### config.mk
export PLATFORM = sky130hd
export DESIGN_NAME = card_mode_seq
export DESIGN_NICKNAME = d
export VERILOG_FILES = /design/src/rtl/cms_pkg.sv /design/src/rtl/cms_step_timer.sv /design/src/rtl/cms_wake_counter.sv /design/src/rtl/cms_contact_map.sv /design/src/rtl/card_mode_seq.sv
export SDC_FILE = /design/constraint.sdc
export NUM_CORES = 1
export LEC_CHECK = 0
export ABC_AREA = 0
export ABC_CLOCK_PERIOD_IN_PS = 2450
export BUFFER_PORTS_ARGS = -buffer_cell sky130_fd_sc_hd__buf_4
export CAP_MARGIN = 10
export CORE_MARGIN = 5
export CORE_UTILIZATION = 56
export DETAILED_ROUTE_END_ITERATION = 12
export MAX_ROUTING_LAYER = met4
export PLACE_DENSITY = 0.78
export SYNTH_ARGS = -nofsm -noshare
export SYNTH_HDL_FRONTEND = slang
export SYNTH_SLANG_ARGS = --single-unit
export TNS_END_PERCENT = 30
### constraint.sdc
create_clock -name clk_i -period 2.45 [get_ports clk_i]
set_input_delay 0.3675 -clock clk_i [delete_from_list [all_inputs] [get_ports clk_i]]
set_output_delay 0.3675 -clock clk_i [all_outputs]
set_load 0.05 [all_outputs]
### src/rtl/cms_pkg.sv
package cms_pkg;

    // Number of contact steps in a ramp: supply, I/O, clock, reset release.
    localparam int unsigned NUM_STEPS = 4;
    localparam int unsigned STEP_W    = $clog2(NUM_STEPS);

    typedef enum logic [2:0] {
        ST_OFF   = 3'd0,
        ST_IDLE  = 3'd1,
        ST_SLEEP = 3'd2,
        ST_ACT   = 3'd3,
        ST_ON    = 3'd4,
        ST_DEACT = 3'd5,
        ST_FAULT = 3'd6,
        ST_WAKE  = 3'd7
    } cms_state_e;

    typedef struct packed {
        logic vcc;
        logic io;
        logic clk;
        logic rst_rel;
    } cms_contacts_t;

    typedef struct packed {
        cms_state_e state;
        cms_state_e tgt;
    } cms_fsm_t;

endpackage

### src/rtl/cms_step_timer.sv
module cms_step_timer
    import cms_pkg::*;
#(
    parameter int unsigned STEP_CYCLES = 4
) (
    input  logic              clk_i,
    input  logic              rst_ni,
    input  logic              clear_i,
    input  logic              run_i,
    output logic [STEP_W-1:0] step_o,
    output logic              done_o
);

    localparam int unsigned CNT_W = (STEP_CYCLES > 1) ? $clog2(STEP_CYCLES) : 1;
    localparam logic [CNT_W-1:0]  CNT_LAST  = CNT_W'(STEP_CYCLES - 1);
    localparam logic [STEP_W-1:0] STEP_LAST = STEP_W'(NUM_STEPS - 1);

    typedef struct packed {
        logic [CNT_W-1:0]  cnt;
        logic [STEP_W-1:0] step;
    } timer_t;

    timer_t q, d;

    always_comb begin
        d = q;
        if (clear_i) begin
            d.cnt  = '0;
            d.step = '0;
        end else if (run_i) begin
            if (q.cnt == CNT_LAST) begin
                d.cnt  = '0;
                d.step = q.step + STEP_W'(1);
            end else begin
                d.cnt = q.cnt + CNT_W'(1);
            end
        end
    end

    always_ff @(posedge clk_i or negedge rst_ni) begin
        if (!rst_ni) begin
            q <= '0;
        end else begin
            q <= d;
        end
    end

    assign step_o = q.step;
    assign done_o = run_i && (q.step == STEP_LAST) && (q.cnt == CNT_LAST);

endmodule

### src/rtl/cms_wake_counter.sv
module cms_wake_counter #(
    parameter int unsigned WAKE_TICKS = 96
) (
    input  logic clk_i,
    input  logic rst_ni,
    input  logic enable_i,
    input  logic tick_i,
    output logic done_o
);

    localparam int unsigned WW = $clog2(WAKE_TICKS + 1);
    localparam logic [WW-1:0] LIMIT = WW'(WAKE_TICKS);

    logic [WW-1:0] cnt_q, cnt_d;

    always_comb begin
        cnt_d = cnt_q;
        if (!enable_i) begin
            cnt_d = '0;
        end else if (tick_i && (cnt_q != LIMIT)) begin
            cnt_d = cnt_q + WW'(1);
        end
    end

    always_ff @(posedge clk_i or negedge rst_ni) begin
        if (!rst_ni) begin
            cnt_q <= '0;
        end else begin
            cnt_q <= cnt_d;
        end
    end

    assign done_o = enable_i && (cnt_q == LIMIT);

endmodule

### src/rtl/cms_contact_map.sv
module cms_contact_map
    import cms_pkg::*;
(
    input  cms_state_e        state_i,
    input  logic [STEP_W-1:0] step_i,
    output cms_contacts_t     contacts_o
);

    logic [NUM_STEPS-1:0] en;

    // Contact index i: 0 supply, 1 I/O, 2 clock, 3 reset release.
    // Ramp-up turns contact i on from step i; ramp-down keeps it while
    // step + i is below the last step index.
    for (genvar i = 0; i < NUM_STEPS; i++) begin : g_pin
        assign en[i] = (state_i == ST_ON)
                     | ((state_i == ST_ACT)   & (32'(step_i) >= 32'(i)))
                     | ((state_i == ST_DEACT) & ((32'(step_i) + 32'(i)) < 32'(NUM_STEPS - 1)));
    end

    assign contacts_o.vcc     = en[0];
    assign contacts_o.io      = en[1];
    assign contacts_o.clk     = en[2];
    assign contacts_o.rst_rel = en[3];

endmodule

### src/rtl/card_mode_seq.sv
module card_mode_seq
    import cms_pkg::*;
#(
    parameter int unsigned STEP_CYCLES = 4,
    parameter int unsigned WAKE_TICKS  = 96
) (
    input  logic       clk_i,
    input  logic       rst_ni,
    input  logic       supply_ok_i,
    input  logic       act_cmd_ni,
    input  logic       mode_i,
    input  logic       card_present_i,
    input  logic       fault_i,
    input  logic       hclk_tick_i,
    output logic [2:0] state_o,
    output logic       xtal_en_o,
    output logic       vcc_en_o,
    output logic       io_en_o,
    output logic       clk_en_o,
    output logic       rst_rel_o,
    output logic       host_en_o,
    output logic       irq_o
);

    cms_fsm_t          q, d;
    logic [STEP_W-1:0] step;
    logic              ramp_done;
    logic              wake_done;
    logic              ramping;
    cms_contacts_t     contacts;
    cms_state_e        tgt_eff;

    assign ramping = (q.state == ST_ACT) || (q.state == ST_DEACT);

    cms_step_timer #(
        .STEP_CYCLES (STEP_CYCLES)
    ) u_timer (
        .clk_i   (clk_i),
        .rst_ni  (rst_ni),
        .clear_i (d.state != q.state),
        .run_i   (ramping),
        .step_o  (step),
        .done_o  (ramp_done)
    );

    cms_wake_counter #(
        .WAKE_TICKS (WAKE_TICKS)
    ) u_wake (
        .clk_i    (clk_i),
        .rst_ni   (rst_ni),
        .enable_i (q.state == ST_WAKE),
        .tick_i   (hclk_tick_i),
        .done_o   (wake_done)
    );

    cms_contact_map u_map (
        .state_i    (q.state),
        .step_i     (step),
        .contacts_o (contacts)
    );

    always_comb begin
        d       = q;
        tgt_eff = supply_ok_i ? q.tgt : ST_OFF;
        unique case (q.state)
            ST_OFF: begin
                if (supply_ok_i) d.state = ST_IDLE;
            end
            ST_IDLE: begin
                if (!supply_ok_i) begin
                    d.state = ST_OFF;
                end else if (!mode_i) begin
                    d.state = ST_SLEEP;
                end else if (!act_cmd_ni && card_present_i && !fault_i) begin
                    d.state = ST_ACT;
                end
            end
            ST_SLEEP: begin
                if (!supply_ok_i) begin
                    d.state = ST_OFF;
                end else if (mode_i) begin
                    d.state = ST_WAKE;
                end
            end
            ST_WAKE: begin
                if (!supply_ok_i) begin
                    d.state = ST_OFF;
                end else if (!mode_i) begin
                    d.state = ST_SLEEP;
                end else if (wake_done) begin
                    d.state = ST_IDLE;
                end
            end
            ST_ACT, ST_ON: begin
                if (!supply_ok_i) begin
                    d.state = ST_DEACT;
                    d.tgt   = ST_OFF;
                end else if (!card_present_i || fault_i) begin
                    d.state = ST_DEACT;
                    d.tgt   = ST_FAULT;
                end else if (!mode_i) begin
                    d.state = ST_DEACT;
                    d.tgt   = ST_SLEEP;
                end else if ((q.state == ST_ON) && act_cmd_ni) begin
                    d.state = ST_DEACT;
                    d.tgt   = ST_IDLE;
                end else if ((q.state == ST_ACT) && ramp_done) begin
                    d.state = ST_ON;
                end
            end
            ST_DEACT: begin
                d.tgt = tgt_eff;
                if (ramp_done) d.state = tgt_eff;
            end
            ST_FAULT: begin
                if (!supply_ok_i) begin
                    d.state = ST_OFF;
                end else if (act_cmd_ni && !fault_i) begin
                    d.state = ST_IDLE;
                end
            end
        endcase
    end

    always_ff @(posedge clk_i or negedge rst_ni) begin
        if (!rst_ni) begin
            q.state <= ST_OFF;
            q.tgt   <= ST_IDLE;
        end else begin
            q <= d;
        end
    end

    assign state_o   = q.state;
    assign xtal_en_o = !((q.state == ST_OFF) || (q.state == ST_SLEEP) || (q.state == ST_WAKE));
    assign vcc_en_o  = contacts.vcc;
    assign io_en_o   = contacts.io;
    assign clk_en_o  = contacts.clk;
    assign rst_rel_o = contacts.rst_rel;
    assign host_en_o = (q.state == ST_ON);
    assign irq_o     = (q.state == ST_FAULT);

endmodule

==> impl_results.md, run 1 <==
* Status: finished, final reports clean
* TritonRoute pass-1 iters at 4
* Met1 wire length at 1360 µm
* Layout Cells excl Fill at 204
* Post-detail-place hpwl at 2240 µm
* H-tree depth at 1
* Num CTS Buffers at 3
* Clock Latency Late Sink at 0.29 ns
* Port Buf Inserts at 17
* Sequential power share at 0.303
* Most frequent cells in the layout: buf_4, nor2_1, dfrtp_1
* Critical Path RT at 2.64 ns
* Syn Nets at 174
* Area Overhead vs Synth at 13.4%
* DR vias at 1210
* CP Capture Type: register
* Most used flip-flop cell after synthesis: dfrtp_1
* Clk network pwr share at 0.099
* Number of diodes at 0
* Reg2reg start: state_o[2]$_DFF_PN0_
* Synth async-reset ratio at 1.00
* Yosys reg bits at 17
* Die width at 58.4 µm
* Hold Path Class: in -> reg
* DR WL met3 at 119 µm
* Syn. warnings at 0
* Critical Path Start: state_o[2]$_DFF_PN0_
* Root buf cell: clkbuf_4
* Mean routed wirelength per cell at 14.4 µm
* Pwr/cell area at 1000 nW/µm²
* Reg2Reg Capture Point: u_timer.q[3]$_DFFE_PN0P_
* Fmax at 0.438 GHz
* Met2 WL at 1430 µm
* Placed Cells incl. Taps at 199
* CTS tree: built
* Post-Syn Instances at 159
* First-pass GRT wire length at 4900 µm
* Initial antenna violation count at 0
* Least-Margin Pin Slew at 0.563 ns
* Slew margin rel. at 0.622
* Sw Share at 0.517
* Max Transition Viols Final at 0
* Critical path class: reg -> reg
* Final worst setup slack at 0.166 ns
* Worst path arrival time at 2.48 ns
* Layout cell share with drive strength beyond 1 at 0.165
* Mapped cell area at 1310 µm²
* Remaining DRCs at 0
* VDD IR-drop max at 592 µV
* Core Util, Final at 0.665
* Vias in the first global route at 1104
* Fin. Hold Viols at 0
* Die area at 3410 µm²
* Max Cap Viol at 0
* Drt total wl at 2930 µm
* Most common cell after layout, fill and taps aside: buf_4
* DP Worst Slack at 0.195 ns
* Number of synthesized flops with an enable pin at 0
* Avg Cell Area, Syn at 8.24 µm²
* CP startpoint kind: register
* Minimum clock period at 2.28 ns
* Setup TNS at 0 ns
* Leak at 0.673 nW
* Nets at 192
* Pin count of the biggest net entering global routing at 22
* Worst Min Path Start: hclk_tick_i
* Area of the multi-input gates at 795 µm²
* NetSw at 0.000768 W
* Die height at 58.4 µm
* Final period utilization at 0.932
* Sequential cell area fraction in the yosys report at 0.326
* DRT antenna net count at 0
* Logic pwr share at 0.598
* Initial Util at 0.587
* Internal reg-to-reg setup slack at 0.17 ns
* CORE AREA at 2230 µm²
* Total GRT Usage at 0.188
* RSZ-0062 raised after global routing: false
* Final setup violation count at 0
* Cell internal pwr at 0.000718 W
* Post-CTS setup buffer count at 0
* Unique masters post-synth at 47
* Initial DRC Count at 29
* Crit path to: u_timer.q[3]$_DFFE_PN0P_
* Top Ports at 18
* Clock slew at reported path FFs at 0.09 ns
* DR vias/cell at 5.93
* Row Count at 17
* Clk_skew at 0.00128 ns
* Max Used Layer: met4
* Clk buf depth at 2
* GPL Wtd Cong at 0.870
* Register area at 428 µm²
* Worst-path fanout max at 16
* Clock sinks at 17
* Global route overflow at 0
* Fill count at 198
* Worst reg-to-reg path cell count at 6
[critical path, stage by stage (launching register included)]
cell	delay (ns)
dfrtp_1	0.63
inv_1	0.20
o211a_1	0.25
o21a_1	0.19
or3_1	0.35
a22o_1	0.28
nor4_1	0.28
[registers in the layout, summed over array words and instances, names as in the netlist]
name            count
state_o             3
q                   3
u_timer.q           2
u_timer.step_o      2
u_wake.cnt_q        7
[what timing repair did]
action / 4_1_cts / 5_1_grt
endpoints found under the hold margin: 16 / 0
endpoints found under the setup margin: 0 / 1
resized for setup: 0 / 2
hold buffers: 1 / 0
[final cells by class]
cell class	instances	area share
Clock buffer	4	0.0177
Sequential cell	17	0.288
Timing Repair Buffer	22	0.113
Multi-Input combinational cell	124	0.535
Inverter	9	0.0227
Tap cell	28	0.0236
[cell usage after synthesis, drive strengths merged (2+ instances only)]
library cell | instances | area, µm²
inv | 9 | 33.8
nor4 | 4 | 25.0
or2 | 2 | 12.5
nor2 | 16 | 60.1
dfrtp | 16 | 400
buf | 6 | 43.8
and3 | 2 | 12.5
clkbuf | 3 | 11.3
and2 | 2 | 12.5
mux2i | 3 | 30.0
xnor2 | 2 | 17.5
o21ai | 14 | 70.1
ha | 7 | 87.6
a21oi | 9 | 45.0
or3 | 5 | 31.3
nand3 | 4 | 20.0
and3b | 2 | 17.5
nand2 | 14 | 52.6
nand2b | 5 | 31.3
o211a | 2 | 20.0
nand4 | 3 | 18.8
o311ai | 2 | 17.5
xor2 | 3 | 26.3
o22ai | 2 | 12.5
a22o | 4 | 35.0
[metrics by stage]
| step | power (W) | hold slack (ns) | area [µm²] |
|---|---|---|---|
| 4_1_cts | 0.00149 | 0.376 | 1480 |
| 6_report | 0.00149 | 0.379 | 1490 |
| 2_1_floorplan | 0.00112 | 0.0719 | 1310 |
| 5_1_grt | 0.00159 | 0.366 | 1490 |
| 3_5_place_dp | 0.00134 | 0.240 | 1450 |
| 3_3_place_gp | 0.00132 | 0.238 | 1450 |
[power by group through the flow]
stage | registers, W | logic, W | clock network (W)
finish | 0.000450 | 0.000889 | 0.000147
global route | 0.000463 | 0.000958 | 0.000172
CTS | 0.000447 | 0.000890 | 0.000153
detailed placement | 0.000454 | 0.000883 | 0
global placement | 0.000446 | 0.000870 | 0
floorplan | 0.000372 | 0.000750 | 0
[cells by family after synthesis]
| group | count (synthesis) | synth area share |
|---|---|---|
| AOI/OAI and AO/OA | 44 | 0.223 |
| xor gates and xnor gates | 5 | 0.0334 |
| and+or+nand+nor | 65 | 0.261 |
| adders and majority gates | 7 | 0.0669 |
| muxes | 3 | 0.0229 |
| DFF | 17 | 0.326 |
| buffers and inverters | 18 | 0.0678 |
[how the worst min path moves through the flow]
stage,endpoint,slack [ns],cells past startpoint
detailed placement,u_wake.cnt_q[6]$_DFFE_PN0P_,0.24,1
floorplan,q[1]$_DFFE_PN0P_,0.07,0
finish,u_wake.cnt_q[1]$_DFFE_PN0P_,0.38,3
global placement,u_wake.cnt_q[6]$_DFFE_PN0P_,0.24,1
global route,u_wake.cnt_q[1]$_DFFE_PN0P_,0.37,3
CTS,u_wake.cnt_q[1]$_DFFE_PN0P_,0.38,3
[metal layers]
| metal | vias to the layer above | GRT usage |
|---|---|---|
| met5 | - | - |
| met4 | 0 | 0.0464 |
| met3 | 4 | 0.0482 |
| met2 | 22 | 0.285 |
| met1 | 577 | 0.252 |
| li1 | 607 | - |
Note: power is estimated with default switching activity, not from simulation.
==> run 2, diff against run 1 <==
--- a/config.mk
+++ b/config.mk
@@ -6,7 +6,7 @@
 export NUM_CORES = 1
 export LEC_CHECK = 0
 export ABC_AREA = 0
-export ABC_CLOCK_PERIOD_IN_PS = 2450
+export ABC_CLOCK_PERIOD_IN_PS = 2500
 export BUFFER_PORTS_ARGS = -buffer_cell sky130_fd_sc_hd__buf_4
 export CAP_MARGIN = 10
 export CORE_MARGIN = 5
==> constraint.sdc (replaced) <==
create_clock -name clk_i -period 2.5 [get_ports clk_i]
set_input_delay 0.375 -clock clk_i [delete_from_list [all_inputs] [get_ports clk_i]]
set_output_delay 0.375 -clock clk_i [all_outputs]
set_load 0.05 [all_outputs]
==> run 2 against run 1 <==
Against the previous run: register-to-register slack better by 0.05 ns; core utilization fell by 0.056 points; clock power down 3%; worst hold slack improved by 0.0097 ns; critical path depth unchanged; final cell count unchanged; first-iteration DRC count rose by 34%; setup slack better by 0.049 ns; global-route usage is 0.64 points higher.
==> impl_results.md, run 2 (synthesis results as in run 1) <==
* Largest delay share family, worst path: compound AO/OA/AOI/OAI gates
* Die area at 3410 µm²
* Clk buf depth at 2
* Most common cell after layout, fill and taps aside: buf_4
* GPL Wtd Cong at 0.969
* Total GRT Usage at 0.195
* Hold depth at 3
* Critical Path Start: state_o[2]$_DFF_PN0_
* Number of diodes at 0
* Fin. Hold Viols at 0
* Worst Min Path Start: hclk_tick_i
* Pwr/cell area at 990 nW/µm²
* Hold Path Class: in -> reg
* Slew margin rel. at 0.639
* Max Transition Viols Final at 0
* Port Buf Inserts at 17
* Initial Util at 0.587
* Remaining DRCs at 0
* DRT antenna net count at 0
* Reg2Reg Capture Point: u_timer.q[2]$_DFFE_PN0P_
* Fmax at 0.438 GHz
* CTS tree: built
* Initial antenna violation count at 0
* Clk_skew at 0.00492 ns
* Drt total wl at 3060 µm
* Worst reg-to-reg path cell count at 6
* DR vias/cell at 6.26
* Placed instance area at 1450 µm²
* Post-route cell area at 1480 µm²
* Hold EP: u_wake.cnt_q[1]$_DFFE_PN0P_
* Worst Path Buf+Inv at 1
* Layout cell share with drive strength beyond 1 at 0.159
* DR vias at 1278
* Internal reg-to-reg setup slack at 0.21 ns
* Mean routed wirelength per cell at 15.0 µm
* Clock Latency Late Sink at 0.29 ns
* Setup TNS at 0 ns
* Post-detail-place hpwl at 2330 µm
* Root buf cell: clkbuf_4
* Max Cap Viol at 0
* Reg with most FFs: u_wake.cnt_q
* Final setup violation count at 0
* RSZ-0062 raised after global routing: false
* Critical path class: reg -> reg
* CP startpoint kind: register
* Die height at 58.4 µm
* Worst-path fanout max at 16
* Pin count of the biggest net entering global routing at 18
* First-pass GRT wire length at 5090 µm
* Fill count at 199
* Status: finished, final reports clean
* Post-CTS setup buffer count at 0
* Global route overflow at 0
* Row Count at 17
* Clock slew at reported path FFs at 0.09 ns
* Area Overhead vs Synth at 13.3%
* Initial DRC Count at 39
* Vias in the first global route at 1139
* Clock sinks at 17
* Top Ports at 18
* CP Capture Type: register
* Least-Margin Pin Slew at 0.538 ns
* Reg2reg start: state_o[2]$_DFF_PN0_
* TritonRoute pass-1 iters at 4
* Critical Path RT at 2.69 ns
* Crit path cell chain: inv_1 > o211a_1 > o21a_1 > or3_1 > a22o_1 > nor4_1
* Max FFs per register at 7
* Slowest-stage cell, CP: dfrtp_1
* Worst path arrival time at 2.47 ns
* Nets at 192
* Final period utilization at 0.914
* H-tree depth at 1
* Leak at 0.672 nW
* Die width at 58.4 µm
* Num CTS Buffers at 3
* CORE AREA at 2230 µm²
* Minimum clock period at 2.29 ns
* CP max stage delay at 0.64 ns
* VDD IR-drop max at 662 µV
* Most frequent cells in the layout: buf_4, nor2_1, dfrtp_1
run 2: changes by cell type in the layout (fill, tap and decap cells not counted):
cell / delta
and2_1: -1
dfrtp_1: +1
and2_0: +1
dfrtp_2: -1
run 2: final cells by class:
type	instances	area (µm²)	area share
timing repair buffer	22	168	0.113
clock buffer	4	26.3	0.0177
tap	28	35.0	0.0236
sequential	17	427	0.288
multi-input combinational	124	795	0.535
inverter	9	33.8	0.0228
run 2: stage by stage:
stage	hold WS, ns	std cells	util	worst slack, ns	total power [W]
detailed placement	0.250	199	0.648	0.246	0.00132
finish	0.389	204	0.664	0.215	0.00147
global placement	0.244	199	0.648	0.257	0.00129
CTS	0.381	204	0.664	0.231	0.00147
floorplan	0.0794	159	-	0.193	0.00110
global route	0.389	204	0.664	0.0320	0.00156
run 2: worst register-to-register path: stages (launching register included):
cell and delay (ns):
dfrtp_1 0.64, inv_1 0.19, o211a_1 0.25, o21a_1 0.18, or3_1 0.34, a22o_1 0.28
nor4_1 0.29
run 2: layer usage:
metal | routed length, µm | part of all wire | track usage
met5 | 0 | 0 | -
met4 | 24 | 0.0078 | 0.0298
met3 | 200 | 0.065 | 0.0461
met2 | 1510 | 0.49 | 0.321
met1 | 1330 | 0.43 | 0.248
run 2: where the power goes:
part           switching [W]  leakage, nW  total (W)  internal, W
combinational       0.000583        0.430   0.000900     0.000317
clock              0.0000808       0.0150   0.000143    0.0000620
sequential          0.000102        0.227   0.000426     0.000323
total               0.000766        0.672    0.00147     0.000702
run 2: worst max-delay path by stage:
stage | depth (start not counted) | endpoint
after floorplan | 4 | vcc_en_o
after CTS | 6 | u_timer.q[2]$_DFFE_PN0P_
final | 6 | u_timer.q[2]$_DFFE_PN0P_
after detailed placement | 6 | u_timer.q[2]$_DFFE_PN0P_
after global placement | 6 | u_timer.q[2]$_DFFE_PN0P_
after global routing | 7 | u_timer.q[3]$_DFFE_PN0P_
run 2: timing repair:
item                                   CTS  global route
hold buffers                             1             0
endpoints found under the hold margin   16             0
resized for setup                        0             0
